==> src/rtl/cmpo_pkg.sv <==
package cmpo_pkg;

    localparam int MODE_W = 4;

    localparam logic [MODE_W-1:0] MODE_OFF  = 4'b0000;
    localparam logic [MODE_W-1:0] MODE_HIGH = 4'b1000;
    localparam logic [MODE_W-1:0] MODE_LOW  = 4'b1001;
    localparam logic [MODE_W-1:0] MODE_IRQ  = 4'b1010;
    localparam logic [MODE_W-1:0] MODE_TOG  = 4'b1011;

    typedef enum logic [1:0] {
        ST_OFF,
        ST_ARMED,
        ST_HELD
    } cmp_state_e;

    typedef enum logic [2:0] {
        ACT_NONE,
        ACT_HIGH,
        ACT_LOW,
        ACT_TOGGLE,
        ACT_IRQ
    } cmp_act_e;

    function automatic cmp_act_e decode_mode(input logic [MODE_W-1:0] m);
        cmp_act_e a;
        case (m)
            MODE_HIGH: a = ACT_HIGH;
            MODE_LOW:  a = ACT_LOW;
            MODE_IRQ:  a = ACT_IRQ;
            MODE_TOG:  a = ACT_TOGGLE;
            default:   a = ACT_NONE;
        endcase
        return a;
    endfunction

endpackage

==> src/rtl/cmpo_match.sv <==
module cmpo_match #(
    parameter int W = 16
) (
    input  logic [W-1:0] cmp_val,
    input  logic [W-1:0] tmr_val,
    output logic         eq
);
    logic [W-1:0] bit_eq;

    for (genvar i = 0; i < W; i++) begin : g_bit
        assign bit_eq[i] = ~(cmp_val[i] ^ tmr_val[i]);
    end

    assign eq = &bit_eq;
endmodule

==> src/rtl/cmpo_fsm.sv <==
module cmpo_fsm
    import cmpo_pkg::*;
(
    input  logic       clk,
    input  logic       rst_n,
    input  logic       armable,
    input  logic       eq,
    output logic       fire,
    output cmp_state_e state
);
    cmp_state_e state_nx;

    always_ff @(posedge clk or negedge rst_n) begin
        if (!rst_n) state <= ST_OFF;
        else        state <= state_nx;
    end

    always_comb begin
        state_nx = state;
        fire     = 1'b0;
        unique case (state)
            ST_OFF: begin
                if (armable) state_nx = ST_ARMED;          // T_ENABLE
            end
            ST_ARMED: begin
                if (!armable) state_nx = ST_OFF;           // T_DISABLE
                else if (eq) begin
                    state_nx = ST_HELD;                    // T_FIRE
                    fire     = 1'b1;
                end
            end
            ST_HELD: begin
                if (!armable) state_nx = ST_OFF;           // T_DISABLE
                else if (!eq) state_nx = ST_ARMED;         // T_REARM
            end
            default: state_nx = ST_OFF;
        endcase
    end
endmodule

==> src/rtl/cmpo_latch.sv <==
module cmpo_latch
    import cmpo_pkg::*;
(
    input  logic     clk,
    input  logic     rst_n,
    input  logic     fire,
    input  cmp_act_e act,
    input  logic     force_low,
    input  logic     flag_clr,
    output logic     out_latch,
    output logic     irq_flag
);
    always_ff @(posedge clk or negedge rst_n) begin
        if (!rst_n) begin
            out_latch <= 1'b0;
        end else if (force_low) begin
            out_latch <= 1'b0;
        end else if (fire) begin
            case (act)
                ACT_HIGH:   out_latch <= 1'b1;
                ACT_LOW:    out_latch <= 1'b0;
                ACT_TOGGLE: out_latch <= ~out_latch;
                default:    out_latch <= out_latch;
            endcase
        end
    end

    always_ff @(posedge clk or negedge rst_n) begin
        if (!rst_n)        irq_flag <= 1'b0;
        else if (fire)     irq_flag <= 1'b1;
        else if (flag_clr) irq_flag <= 1'b0;
    end
endmodule

==> src/rtl/cmp_out_unit.sv <==
module cmp_out_unit
    import cmpo_pkg::*;
#(
    parameter int W = 16
) (
    input  logic              clk,
    input  logic              rst_n,
    input  logic [W-1:0]      timer_val,
    input  logic              cmp_wr_en,
    input  logic [W-1:0]      cmp_wr_data,
    input  logic              mode_wr_en,
    input  logic [MODE_W-1:0] mode_wr_data,
    input  logic              flag_clr,
    output logic              out_latch,
    output logic              irq_flag
);
    logic [W-1:0]      cmp_q;
    logic [MODE_W-1:0] mode_q;
    logic              eq;
    logic              fire;
    logic              force_low;
    cmp_act_e          act;
    cmp_state_e        state;

    always_ff @(posedge clk or negedge rst_n) begin
        if (!rst_n) begin
            cmp_q  <= '0;
            mode_q <= MODE_OFF;
        end else begin
            if (cmp_wr_en)  cmp_q  <= cmp_wr_data;
            if (mode_wr_en) mode_q <= mode_wr_data;
        end
    end

    assign act       = decode_mode(mode_q);
    assign force_low = mode_wr_en && (mode_wr_data == MODE_OFF);

    cmpo_match #(.W(W)) u_match (
        .cmp_val (cmp_q),
        .tmr_val (timer_val),
        .eq      (eq)
    );

    cmpo_fsm u_fsm (
        .clk     (clk),
        .rst_n   (rst_n),
        .armable (act != ACT_NONE),
        .eq      (eq),
        .fire    (fire),
        .state   (state)
    );

    cmpo_latch u_latch (
        .clk       (clk),
        .rst_n     (rst_n),
        .fire      (fire),
        .act       (act),
        .force_low (force_low),
        .flag_clr  (flag_clr),
        .out_latch (out_latch),
        .irq_flag  (irq_flag)
    );
endmodule

==> config.mk <==
export PLATFORM = sky130hd
export DESIGN_NAME = cmp_out_unit
export DESIGN_NICKNAME = d
export VERILOG_FILES = /design/src/rtl/cmpo_pkg.sv /design/src/rtl/cmpo_match.sv /design/src/rtl/cmpo_fsm.sv /design/src/rtl/cmpo_latch.sv /design/src/rtl/cmp_out_unit.sv
export SDC_FILE = /design/constraint.sdc
export NUM_CORES = 1
export LEC_CHECK = 0
export BUFFER_PORTS_ARGS = -buffer_cell sky130_fd_sc_hd__buf_2
export CAP_MARGIN = 40
export CORE_MARGIN = 10
export CORE_UTILIZATION = 44
export DETAILED_ROUTE_END_ITERATION = 12
export PLACE_DENSITY_LB_ADDON = 0.25
export SETUP_SLACK_MARGIN = 0.5
export SYNTH_ARGS = -nofsm -noshare
export SYNTH_HDL_FRONTEND = slang
export SYNTH_HIERARCHICAL = 1
export SYNTH_SLANG_ARGS = --single-unit
==> constraint.sdc <==
create_clock -name clk -period 1.7 [get_ports clk]
set_input_delay 0.17 -clock clk [delete_from_list [all_inputs] [get_ports clk]]
set_output_delay 0.17 -clock clk [all_outputs]
set_load 0.05 [all_outputs]
==> flow_summary.toml <==
[sta]
rsz0062_at_grt = "yes"
slew_violations = 0
max_freq_mhz = 555.7
fin_crit_ns = 1.800
layout_setup_ws_ns = -0.09955
hold_viol = 0
finalSetupViolCount = 2
worst_pin_slew_ns = 0.5416
fin_skew_ns = 0.005037
period_share_pct = 105.9
slew_headroom_pct = 63.89

[detailed_routing]
wl_met2_um = 1147
wl_per_cell_um = 14.36
vias = 802
wl_um = 2384
drc = 0
wl_met1_um = 909
wl_met3_um = 307
dr.pass1.iters = 4
drt_iter0_drc = 27
via_per_inst = 4.831
ant_nets = 0
top_layer = "met4"

[job]
drv_cap = 0

[critical_path]
critical_path.max_fanout = 3
cp-start-kind = "register"
worstPathCellList = "xnor2_1, nand4_1, nor4_2, nand2_1, nor3b_2, and3b_1, o22ai_1"
critPathArrivalTime_ns = 1.99
crit_buf_inv = 0
crit_required_ns = 1.89
end_kind = "register"
crit_slowest_cell = "dfrtp_1"
critical-path-max-stage-delay_ns = 0.42
critPathKind = "reg -> reg"
critical-path-top-delay-family = "simple AND/OR/NAND/NOR gates"
reg2reg_slack_ns = -0.1

[clock_network]
path_clk_slew_ns = 0.12
cts_buffers = 3
clk-insertion-delay-late_ns = 0.29
cts_buffer_depth = 2
cts-root-buf = "clkbuf_4"
cts_sinks = 24
cts_tree = "done"
cts.htree.levels = 1

[logic_synthesis]
syn_area_um2 = 1206
synth_fa_ha_area_share_pct = 0
post_synth.cell_area_avg_um2 = 13.86
synth_fp_nets = 128
syn_inst = 87
synthSimpleGateAreaFrac_pct = 10.17
synth_compound_area_share_pct = 2.282
synth_cell_type_count = 22
seq_area_frac_synth_pct = 49.79
synth_top_family_by_area = "multiplexers"
yosysWarnings = 6
ys_ff_latch = 24
synth.area.mux_share_pct = 21.78
synth_xor_area_share_pct = 13.07

[layout]
antenna-diode-count = 0
layout.nets = 179
final_common_cell = "buf_2"
fillers = 234
mostFrequentLayoutCells = "buf_2 (42), dfrtp_1 (24), xnor2_1 (17)"
drive_above_1_share_pct = 55.88
final_core_util_pct = 59.69
final_cells = 166
area_delta_synth_final_pct = 25.93

[pwr]
p_int_uw = 846.4
clkPwrFrac_pct = 20.8
p_leak_nw = 0.7172
switching_power_uw = 262.0
powerDensity_nw_per_um2 = 729.7
p_comb_share_pct = 19.8
ir_worst_vdd_v = 0.0004398
switching_share_pct = 23.64
seq_power_share_pct = 59.3

[run_status]
violations = "negative setup slack"
status = "finished with violations"

[die]
start_util_pct = 47.39
die_width_um = 72.36
die_h_um = 72.36
coreArea_um2 = 2545
rows = 18
dieArea_um2 = 5235
io_pins = 43

[global_route]
antenna_found_initial = 0
grt-ovfl-total = 0
grt_usage_pct = 9.284
grt_pass1_vias = 965
grt_pass1_wl_um = 4029
grt_max_degree = 25

[placement]
routabilityCongestion = 0.7233
port-buffer-count = 42
place_hpwl_um = 1969
place_inst = 159

[min_path]
hold_path.class = "in -> reg"
-- through the flow --
step	power (mW)	area (um2)	setup TNS [ns]	hold WS, ns	setup WS [ns]
5_1_grt	1.177	1519	-0.5228	0.07429	-0.2855
2_1_floorplan	0.8095	1211	0	-0.1256	0.05151
6_report	1.108	1519	-0.1678	0.09649	-0.09955
4_1_cts	1.125	1485	-0.1132	0.08455	-0.1096
3_3_place_gp	0.8782	1443	0	0.1782	0.004169
3_5_place_dp	0.8876	1443	-0.08036	0.1910	-0.08036
-- sequential cells by signal, summed over array words and instances (netlist names) --
name and count:
u_latch/out_latch 1, u_fsm/state 2, cmp_q 16, u_latch/irq_flag 1, mode_q 4
-- worst paths after layout --
kind,to,from,cells past startpoint
worst min-delay path,cmp_q[5],cmp_wr_data[5],2
worst min register to register,u_latch/out_latch,u_latch/out_latch,1
min in group asynchronous,cmp_q[0],rst_n,2
max in group asynchronous,mode_q[2],rst_n,2
worst max-delay path,u_latch/out_latch,cmp_q[13],7
worst max register to register,u_latch/out_latch,cmp_q[13],7
-- metal layers --
metal / global-route usage (%) / vias to the layer above
li1: - / 403
met4: 1.935 / 0
met1: 8.814 / 371
met2: 17.01 / 26
met3: 5.170 / 2
met5: 0 / -
-- kinds of logic (layout without fill, tap and decap cells) --
kind of cell,count (synthesis),in the layout
flops,24,24
mux,20,20
xor+xnor,18,18
simple gates,18,18
compound gates,4,4
buf+inv,3,52
-- synth_stat cells --
cell       number  area share (%)
a21o_2          1            0.73
a21oi_1         1            0.41
and2_1          3             1.6
and3b_1         2             1.5
buf_12          1             1.7
buf_6           1            0.93
dfrtp_1        24              50
inv_1           1            0.31
mux2_2         10             9.3
mux2_4         10              12
nand2_1         1            0.31
nand2b_1        1            0.52
nand4_1         4             2.1
nand4bb_1       1            0.93
nor2_1          2            0.62
nor2b_1         1            0.52
nor3b_1         1            0.62
nor4_1          1            0.52
nor4_2          1             1.0
o21a_1          1            0.62
o22ai_1         1            0.52
xnor2_1        18              13
-- timing repair --
item,4_1_cts,5_1_grt
setup buffers,1,2
hold endpoints to repair,24,0
setup endpoints to repair,4,4
pin swaps,1,5
resized for setup,1,4
hold buffers,1,0
-- power groups by stage --
stage / Clock [mW] / Combinational (mW) / Sequential (mW)
6_report: 0.231 / 0.220 / 0.658
5_1_grt: 0.269 / 0.243 / 0.666
4_1_cts: 0.246 / 0.222 / 0.658
3_5_place_dp: 0 / 0.218 / 0.669
3_3_place_gp: 0 / 0.213 / 0.665
2_1_floorplan: 0 / 0.149 / 0.660
-- final cells by class --
cell class / count / area [um2] / area share [%]
flip-flops and latches: 24 / 600.6 / 39.54
inverters: 1 / 3.754 / 0.2471
repair buffers: 48 / 265.3 / 17.46
multi-input cells: 60 / 589.3 / 38.80
clock buffers: 3 / 22.52 / 1.483
well taps: 30 / 37.54 / 2.471
No activity file was read; power rests on OpenSTA's default activity.
